$ cat src/rtl/blit_seq_pkg.sv
package blit_seq_pkg;
  localparam int MODE_W       = 20;
  localparam int MODE_Y_FWD   = 8;
  localparam int MODE_X_FWD   = 9;
  localparam int MODE_ROW_LSB = 16;
  localparam int MODE_SOLID   = 19;

  typedef enum logic [1:0] {
    ST_IDLE = 2'd0,
    ST_RUN  = 2'd1,
    ST_DONE = 2'd2
  } seq_state_e;
endpackage

$ cat src/rtl/blit_line_stepper.sv
module blit_line_stepper #(
  parameter int AW = 21,
  parameter int PW = 12
) (
  input  logic          clk_i,
  input  logic          rst_ni,
  input  logic          load_i,
  input  logic          step_i,
  input  logic          fwd_i,
  input  logic [AW-1:0] base_i,
  input  logic [PW-1:0] pitch_i,
  output logic [AW-1:0] line_o
);
  logic [AW-1:0] line_q;
  logic [PW-1:0] pitch_q;
  logic [AW-1:0] pitch_ext;

  assign pitch_ext = {{(AW-PW){1'b0}}, pitch_q};

  always_ff @(posedge clk_i or negedge rst_ni) begin
    if (!rst_ni) begin
      line_q  <= '0;
      pitch_q <= '0;
    end else if (load_i) begin
      line_q  <= base_i;
      pitch_q <= pitch_i;
    end else if (step_i) begin
      line_q  <= fwd_i ? line_q + pitch_ext : line_q - pitch_ext;
    end
  end

  assign line_o = line_q;
endmodule

$ cat src/rtl/blit_beat_ctr.sv
module blit_beat_ctr #(
  parameter int DW = 12
) (
  input  logic          clk_i,
  input  logic          rst_ni,
  input  logic          load_i,
  input  logic [DW-1:0] width_i,
  input  logic [DW-1:0] height_i,
  input  logic          step_i,
  output logic [DW-1:0] col_o,
  output logic          sol_o,
  output logic          eol_o,
  output logic          last_o
);
  logic [DW-1:0] col_q, line_q, width_q, height_q;

  always_ff @(posedge clk_i or negedge rst_ni) begin
    if (!rst_ni) begin
      col_q    <= '0;
      line_q   <= '0;
      width_q  <= '0;
      height_q <= '0;
    end else if (load_i) begin
      col_q    <= '0;
      line_q   <= '0;
      width_q  <= width_i;
      height_q <= height_i;
    end else if (step_i) begin
      if (eol_o) begin
        col_q  <= '0;
        line_q <= line_q + 1'b1;
      end else begin
        col_q  <= col_q + 1'b1;
      end
    end
  end

  assign col_o  = col_q;
  assign sol_o  = (col_q == '0);
  assign eol_o  = (col_q == width_q - 1'b1);
  assign last_o = eol_o && (line_q == height_q - 1'b1);
endmodule

$ cat src/rtl/blit_pat_tracker.sv
module blit_pat_tracker #(
  parameter int AW            = 21,
  parameter int PAT_ROWS      = 8,
  parameter int PAT_ROW_BYTES = 8,
  localparam int RW           = $clog2(PAT_ROWS)
) (
  input  logic          clk_i,
  input  logic          rst_ni,
  input  logic          load_i,
  input  logic [RW-1:0] row_i,
  input  logic          solid_i,
  input  logic [AW-1:0] base_i,
  input  logic          step_i,
  input  logic          fwd_i,
  output logic [RW-1:0] row_o,
  output logic [AW-1:0] addr_o
);
  localparam logic [AW-1:0] ROW_BYTES = AW'(PAT_ROW_BYTES);

  logic [RW-1:0] row_q;
  logic          solid_q;
  logic [AW-1:0] base_q;

  always_ff @(posedge clk_i or negedge rst_ni) begin
    if (!rst_ni) begin
      row_q   <= '0;
      solid_q <= 1'b0;
      base_q  <= '0;
    end else if (load_i) begin
      row_q   <= row_i;
      solid_q <= solid_i;
      base_q  <= base_i;
    end else if (step_i) begin
      // PAT_ROWS is a power of two, so the counter wraps by itself
      row_q <= fwd_i ? row_q + 1'b1 : row_q - 1'b1;
    end
  end

  assign row_o  = solid_q ? '0 : row_q;
  assign addr_o = base_q + AW'(row_o) * ROW_BYTES;
endmodule

$ cat src/rtl/blit_addr_seq.sv
module blit_addr_seq
  import blit_seq_pkg::*;
#(
  parameter int AW            = 21,
  parameter int PW            = 12,
  parameter int DW            = 12,
  parameter int PAT_ROWS      = 8,
  parameter int PAT_ROW_BYTES = 8,
  localparam int RW           = $clog2(PAT_ROWS)
) (
  input  logic              clk_i,
  input  logic              rst_ni,
  input  logic              start_i,
  input  logic [MODE_W-1:0] mode_i,
  input  logic [AW-1:0]     src_base_i,
  input  logic [AW-1:0]     dst_base_i,
  input  logic [AW-1:0]     pat_base_i,
  input  logic [PW-1:0]     src_pitch_i,
  input  logic [PW-1:0]     dst_pitch_i,
  input  logic [DW-1:0]     width_i,
  input  logic [DW-1:0]     height_i,
  input  logic              beat_ready_i,
  output logic              beat_valid_o,
  output logic [AW-1:0]     src_addr_o,
  output logic [AW-1:0]     dst_addr_o,
  output logic [AW-1:0]     pat_addr_o,
  output logic [RW-1:0]     pat_row_o,
  output logic              sol_o,
  output logic              eol_o,
  output logic              last_o,
  output logic              busy_o,
  output logic              done_o
);
  localparam int NCH = 2;

  seq_state_e    state_q;
  logic          x_fwd_q, y_fwd_q, solid_q;
  logic          load, fire, line_step, empty_job;
  logic [DW-1:0] col;
  logic [AW-1:0] col_ext;

  logic [AW-1:0] ch_base  [NCH];
  logic [PW-1:0] ch_pitch [NCH];
  logic [AW-1:0] ch_line  [NCH];
  logic [AW-1:0] ch_addr  [NCH];

  assign load         = start_i && (state_q == ST_IDLE);
  assign empty_job    = (width_i == '0) || (height_i == '0);
  assign beat_valid_o = (state_q == ST_RUN);
  assign fire         = beat_valid_o && beat_ready_i;
  assign line_step    = fire && eol_o;
  assign busy_o       = (state_q != ST_IDLE);
  assign done_o       = (state_q == ST_DONE);

  always_ff @(posedge clk_i or negedge rst_ni) begin
    if (!rst_ni) begin
      state_q <= ST_IDLE;
      x_fwd_q <= 1'b1;
      y_fwd_q <= 1'b1;
      solid_q <= 1'b0;
    end else begin
      unique case (state_q)
        ST_IDLE: if (start_i) begin
          x_fwd_q <= mode_i[MODE_X_FWD];
          y_fwd_q <= mode_i[MODE_Y_FWD];
          solid_q <= mode_i[MODE_SOLID];
          state_q <= empty_job ? ST_DONE : ST_RUN;
        end
        ST_RUN:  if (fire && last_o) state_q <= ST_DONE;
        ST_DONE: state_q <= ST_IDLE;
        default: state_q <= ST_IDLE;
      endcase
    end
  end

  blit_beat_ctr #(.DW(DW)) u_beat_ctr (
    .clk_i    (clk_i),
    .rst_ni   (rst_ni),
    .load_i   (load),
    .width_i  (width_i),
    .height_i (height_i),
    .step_i   (fire),
    .col_o    (col),
    .sol_o    (sol_o),
    .eol_o    (eol_o),
    .last_o   (last_o)
  );

  assign col_ext     = {{(AW-DW){1'b0}}, col};
  assign ch_base[0]  = src_base_i;
  assign ch_base[1]  = dst_base_i;
  assign ch_pitch[0] = src_pitch_i;
  assign ch_pitch[1] = dst_pitch_i;

  for (genvar c = 0; c < NCH; c++) begin : g_ch
    blit_line_stepper #(.AW(AW), .PW(PW)) u_line (
      .clk_i   (clk_i),
      .rst_ni  (rst_ni),
      .load_i  (load),
      .step_i  (line_step),
      .fwd_i   (y_fwd_q),
      .base_i  (ch_base[c]),
      .pitch_i (ch_pitch[c]),
      .line_o  (ch_line[c])
    );
    assign ch_addr[c] = x_fwd_q ? ch_line[c] + col_ext : ch_line[c] - col_ext;
  end

  assign src_addr_o = ch_addr[0];
  assign dst_addr_o = ch_addr[1];

  blit_pat_tracker #(
    .AW(AW), .PAT_ROWS(PAT_ROWS), .PAT_ROW_BYTES(PAT_ROW_BYTES)
  ) u_pat (
    .clk_i   (clk_i),
    .rst_ni  (rst_ni),
    .load_i  (load),
    .row_i   (mode_i[MODE_ROW_LSB +: RW]),
    .solid_i (mode_i[MODE_SOLID]),
    .base_i  (pat_base_i),
    .step_i  (line_step),
    .fwd_i   (y_fwd_q),
    .row_o   (pat_row_o),
    .addr_o  (pat_addr_o)
  );
endmodule

$ cat config.mk
export PLATFORM = sky130hd
export DESIGN_NAME = blit_addr_seq
export DESIGN_NICKNAME = d
export VERILOG_FILES = /design/src/rtl/blit_seq_pkg.sv /design/src/rtl/blit_line_stepper.sv /design/src/rtl/blit_beat_ctr.sv /design/src/rtl/blit_pat_tracker.sv /design/src/rtl/blit_addr_seq.sv
export SDC_FILE = /design/constraint.sdc
export NUM_CORES = 1
export LEC_CHECK = 0
export CAP_MARGIN = 30
export CORE_MARGIN = 5
export CORE_UTILIZATION = 50
export DETAILED_ROUTE_END_ITERATION = 7
export PLACE_DENSITY = 0.85
export SLEW_MARGIN = 20
export SYNTH_ARGS = -nofsm -noshare
export SYNTH_HDL_FRONTEND = slang
export SYNTH_SLANG_ARGS = --single-unit
$ cat constraint.sdc
create_clock -name clk_i -period 12.25 [get_ports clk_i]
set_input_delay 1.225 -clock clk_i [delete_from_list [all_inputs] [get_ports clk_i]]
set_output_delay 1.225 -clock clk_i [all_outputs]
set_load 0.02 [all_outputs]
**Word level (Yosys, flattened, before mapping)**

Cells that the tools add are included.

- Eq/ne operators: 6
- Add/subtract/negate cells: 15
- Muxes and demuxes: 22
- Reduce and logical (&&, ||, !) cells: 17

Operator list:

| kind | count |
|---|---|
| 21-bit 2-to-1 mux | 8 |
| 21-bit by 12-bit adder with 21-bit output | 4 |
| 21-bit by 12-bit subtractor with 21-bit output | 4 |
| 12-bit 2-to-1 mux | 6 |
| 12-bit zero test | 3 |
| 12-bit by 1-bit adder with 12-bit output, second input constant | 2 |
| 12-bit equality test | 2 |
| 12-bit by 1-bit subtractor with 12-bit output, second input constant | 2 |
| 21-bit by 6-bit adder with 21-bit output | 1 |
| 3-bit 2-to-1 mux | 4 |
| 2-bit nonzero test | 4 |
| 2-bit 2-to-1 mux | 3 |
| 2-bit AND reduction | 3 |
| 1-bit logical AND | 5 |
| 2-bit one-hot mux with 2 select lines | 1 |
| 3-bit by 1-bit adder with 3-bit output, second input constant | 1 |
| 3-bit by 1-bit subtractor with 3-bit output, second input constant | 1 |
| 2-bit by 1-bit equality test with 1-bit output, second input constant | 1 |
| 2-bit equality test, second input constant | 1 |
| 2-bit zero test | 1 |
| 2-bit by 1-bit inequality test with 1-bit output, second input constant | 1 |
| 2-bit inequality test, second input constant | 1 |
| 1-bit logical OR | 1 |

- Register bits after elaboration: 143
- Word-level logic and storage cells: 74

**Longest topological paths before layout**

- Word-level depth: 6
- Depth in mapped cells: 18
- Mapped depth without buffers: 18

**Hierarchy**

From an unflattened synthesis, not the netlist that was laid out.

- Cells, all modules: 1,395
- Area, all modules: 12,489.5 sq um

Modules (own cells, without submodules):

| module | times used | seq. area each (sq um) | cells an instance | area an instance (sq um) |
|---|---|---|---|---|
| blit_line_stepper | 2 | 825.8 | 287 | 2,607.5 |
| blit_beat_ctr | 1 | 1,201.2 | 324 | 3,134.3 |
| blit_addr_seq | 1 | 102.6 | 375 | 2,735.1 |
| blit_pat_tracker | 1 | 625.6 | 122 | 1,405.1 |

**Worst setup path before layout**

Ideal clock, no wire load.

- Path kind: reg-to-output
- Start point: register x_fwd_q
- End point: output port dst_addr_o[20]
- Path slack: 7,304 ps
- Buffers on the path: 2
- Data arrival time: 3,721 ps
- Data required time: 11,025 ps
- Cell stages (with the launch flop): 14
- Path through: dfstp_2 > clkbuf_1 > clkbuf_1 > o21ai_0 > fa_1 > a21o_1 > a21oi_1 > o21ai_0 > a41oi_1 > o21ai_0 > o41ai_1 > o2111ai_1 > a21oi_1 > xnor2_1

- Longest elaborated chain between the ends: 1

RTL lines:

| element | RTL line | RTL |
|---|---|---|
| from (decl) | blit_addr_seq.sv:37 | `logic x_fwd_q, y_fwd_q, solid_q;` |
| from (signal assigned) | blit_addr_seq.sv:64 | `x_fwd_q <= mode_i[MODE_X_FWD];` |
| 21-bit 2-to-1 mux | blit_addr_seq.sv:106 | `assign ch_addr[c] = x_fwd_q ? ch_line[c] + col_ext : ch_line[c] - col_ext;` |
| to (decl) | blit_addr_seq.sv:25 | `output logic [AW-1:0] dst_addr_o,` |

Every way passes these cells.

**Worst setup path in the final report**

- Start point: register u_beat_ctr.col_q[0], in the netlist u_beat_ctr.col_o[0]
- End point: output port src_addr_o[19]

- Longest elaborated chain between the ends: 2
- Elaborated cells between the ends (all ways): 3

RTL lines:

| element | RTL line | RTL |
|---|---|---|
| from (decl) | blit_beat_ctr.sv:15 | `logic [DW-1:0] col_q, line_q, width_q, height_q;` |
| from (signal assigned) | blit_beat_ctr.sv:33 | `col_q <= col_q + 1'b1;` |
| 21-bit by 12-bit subtractor with 21-bit output or 21-bit by 12-bit adder with 21-bit output (tied branches) | blit_addr_seq.sv:106 |  |
| 21-bit 2-to-1 mux (*) | blit_addr_seq.sv:106 |  |
| to (decl) | blit_addr_seq.sv:24 | `output logic [AW-1:0] src_addr_o,` |

Every way passes the cells marked *; elsewhere a longest branch is shown, timed or not.

==> out/results.tsv <==
stage	metric	value	unit
detailed_routing	DR iter-0 viols	855	
synthesis	Synth area leaders	dfrtp_1 (31%), ha_1 (10%), nand2_1 (9.3%)	
synthesis	cells after synthesis	1460	
synthesis	Yosys cell types	68	
layout	layout cells sized above 1	3.58	%
synthesis	mux contribution to synthesized area	0.717	%
cts	clock slew at the register clock pins of the worst setup and hold paths	0.06	ns
power_and_ir_drop	Pwr Density	355	nW/um2
critical_path	CP max FO	11	
layout	Fill cells	1921	
detailed_routing	Final ANT Viol Nets	0	
power_and_ir_drop	peak supply drop	0.000304	V
cts	root buf cell	clkbuf_16	
global_route	largest net degree at the start of global routing	97	
die	core region area	22600	um2
layout	leading cell type in the layout, fill and taps excluded	nand2_1	
cts	Clock Sink Count	143	
synthesis	Compound-Gate Fraction of Synth Area	17.7	%
power_and_ir_drop	sw frac	48.1	%
critical_path	WP data arrival	5.38	ns
die	die area	26200	um2
global_route	gr usage total	24.1	%
timing	Max-slew headroom	39.8	%
global_route	M2 GR Usage	39.2	%
layout	utilization after layout	62.7	%
power_and_ir_drop	Flop pwr share	17.1	%
synthesis	syn_area_per_cell	7.89	um2
timing	crit share post-route	53.9	%
critical_path	CP Capture Type	output pin	
synthesis	largest area contributor in the netlist	dfrtp_1	
detailed_routing	drt pass-1 iters	5	
cts	CTS H-tree depth	4	
placed_design	post-DP HPWL	24500	um
synthesis	post-synthesis sequential area ratio	31.1	%
critical_path	Worst EP required	11.02	ns
detailed_routing	DR vias/cell	5.76	
die	IO Pins	207	
placed_design	PortBufs	192	
cts	cts bufs inserted	17	
synthesis	ys async rst share	100	%
power_and_ir_drop	total power	5.04	mW
layout	Inserted Diodes	0	
global_route	first-pass GRT wire length	52000	um
global_route	met1 usage	31.6	%
timing	RSZ-0062 raised after global routing	false	
cts	clock buffer depth	2	
synthesis	Syn Nets	1693	
power_and_ir_drop	Int Pwr	2.61	mW
critical_path	CP startpoint kind	flop	
timing	FMAX	151	MHz
global_route	layer with the highest usage	met2	
global_route	initial antenna violation count	1	
timing	Worst Clk Skew	0.0102	ns
cts	clk_lat worst skew	0.42	ns
die	chip height	162	um
synthesis	yosys warns	0	
worst_hold_path	Hold/Removal Path Class	flop to flop	
detailed_routing	via count	11000	
status	status	finished clean	
timing	minimum clock period	6.60	ns
synthesis	XOR/XNOR Fraction of Synth Area	11.9	%
synthesis	EDFF count, synth	0	
cts	hold buffer count at cts	0	
cts	postcts setup bufs	0	
die	Die Span X	162	um
timing	Final Setup Violations	0	
global_route	vias in the first global route	10600	
critical_path	critical path type	flop to output pin	
flow_run	maxcap violations	0	
synthesis	synthesized flop and latch total	143	
synthesis	Simple-Gate Fraction of Synth Area	23.9	%
detailed_routing	wire length per cell	16.9	um
detailed_routing	Post-Route WL	32300	um
power_and_ir_drop	Comb pwr share	72.1	%
timing	slew of the pin with the lowest slew margin	0.902	ns
synthesis	Most used DFF post-synth	dfrtp_1	
power_and_ir_drop	Clock power frac	10.8	%
timing	Max Slew Vio Count	0	
cts	post_cts resized	0	
layout	area grow syn2layout	23.3	%
layout	highest-count cells in the layout ignoring fill and taps	nand2_1 (282), clkdlybuf4s50_1 (191), dfrtp_1 (141), nor2_1 (136), a21oi_1 (111)	
placed_design	gpl congestion	0.925	
cts	CTS tree	yes	
global_route	GR Util met3	5.79	%
timing	Final Hold Viols	0	
die	Starting Density	50.9	%
detailed_routing	Residual DRC	0	
layout	NumNets Final	1842	
power_and_ir_drop	P_sw	2.42	mW
global_route	GRT overflow	0	
synthesis	top-area cell type share of the netlist area	30.6	%
synthesis	Synth Cell Area	11500	um2
power_and_ir_drop	Static Leak	6.33	nW
critical_path	reg-to-reg slack, setup	8.03	ns
synthesis	post-synthesis adder-cell area fraction	11.0	%
timing	setup_tns	0	ns
synthesis	largest family of logic cells by synthesized area	simple AND/OR/NAND/NOR gates	
die	# rows	55	
registers in the layout, indices dropped and copies added, names as in the netlist:
name,flops
u_pat.base_q,21
u_beat_ctr.col_o,12
u_beat_ctr.height_q,12
g_ch.u_line.pitch_q,24
u_pat.row_q,3
state_q,2
u_beat_ctr.width_q,12
x_fwd_q,1
g_ch.u_line.line_o,42
u_beat_ctr.line_q,12
u_pat.solid_q,1
y_fwd_q,1
cells by family (layout without fill, tap and decap cells):
logic type	Yosys count	count (layout)
multiplexers	8	8
buffers and inverters	104	266
AO/OA/AOI/OAI	340	340
flip-flops	143	143
AND/OR/NAND/NOR	610	610
XOR/XNOR	157	157
adder cells (fa/ha/maj)	98	98
metrics by stage:
step / setup slack (ns) / hold WS, ns / cells / cell area [um2]
after floorplan: 7.30 / 0.447 / 1460 / 11500
after global placement: 6.30 / 0.462 / 1874 / 13600
after detailed placement: 6.14 / 0.473 / 1875 / 13600
after CTS: 5.66 / 0.491 / 1907 / 14200
after global routing: 5.32 / 0.515 / 1907 / 14200
final: 5.65 / 0.481 / 1907 / 14200
Yosys cell counts (all sizes together), types with 4 or more instances:
cell type and count:
a21oi 111, dfrtp 141, a21o 30, ha 92, o211ai 6, nand4 12
mux2i 6, o21a 9, xor2 67, a211oi 6, nor4 12, or4 4
nand2b 20, buf 23, xnor2 90, o21ai 101, and3 17, o31ai 7
nand2 284, o21bai 11, nand3 34, fa 6, nor2b 18, nor2 136
nor3 37, or2 6, or3 10, and2 7, clkbuf 44, a31oi 25
inv 36
worst max-delay path: stages, from the launching register on:
cell and delay [ns]:
dfrtp_1 0.61, inv_1 0.10, ha_1 0.29, inv_1 0.04, o21ai_0 0.64, ha_1 0.37
a21o_1 0.17, a21oi_1 0.25, o211ai_1 0.19, a21boi_0 0.31, o21ai_0 0.17, o31a_1 0.29
a211oi_1 0.35, a21oi_1 0.16, nor2_1 0.14, xnor2_1 0.20, clkdlybuf4s50_1 0.67
worst paths after layout:
check | start | to | cells past startpoint
min in group asynchronous | rst_ni | u_pat.base_q[17]$_DFFE_PN0P_ | 1
hold / removal | u_pat.base_q[2]$_DFFE_PN0P_ | u_pat.base_q[2]$_DFFE_PN0P_ | 2
max in group asynchronous | rst_ni | u_beat_ctr.col_o[11]$_DFFE_PN0P_ | 2
setup reg to reg | g_ch[1].u_line.pitch_q[4]$_DFFE_PN0P_ | g_ch[1].u_line.line_o[17]$_DFFE_PN0P_ | 14
setup / recovery | u_beat_ctr.col_o[0]$_DFFE_PN0P_ | src_addr_o[19] | 16
hold reg to reg | u_pat.base_q[2]$_DFFE_PN0P_ | u_pat.base_q[2]$_DFFE_PN0P_ | 2
power groups by stage:
stage	registers, mW	logic (mW)	clock network [mW]
floorplan	0.752	2.50	0
global placement	0.852	3.48	0
detailed placement	0.861	3.58	0
CTS	0.855	3.61	0.550
global route	0.884	3.95	0.568
finish	0.861	3.63	0.543
area by class of cell:
| type | count | area (um2) | share of cell area, % |
|---|---|---|---|
| Multi-Input combinational cell | 1213 | 7530 | 53.0 |
| Inverter | 37 | 139 | 0.978 |
| Tap cell | 285 | 357 | 2.51 |
| Clock buffer | 19 | 453 | 3.19 |
| Timing Repair Buffer | 197 | 1980 | 13.9 |
| Sequential cell | 143 | 3580 | 25.2 |
| Clock inverter | 13 | 161 | 1.14 |
layer usage:
| metal | up-vias | wire length, um |
|---|---|---|
| li1 | 5365 | - |
| met1 | 5141 | 13900 |
| met2 | 403 | 14800 |
| met3 | 64 | 2590 |
| met4 | 2 | 973 |
| met5 | - | 13 |
Power figures use the tool's default switching activity.
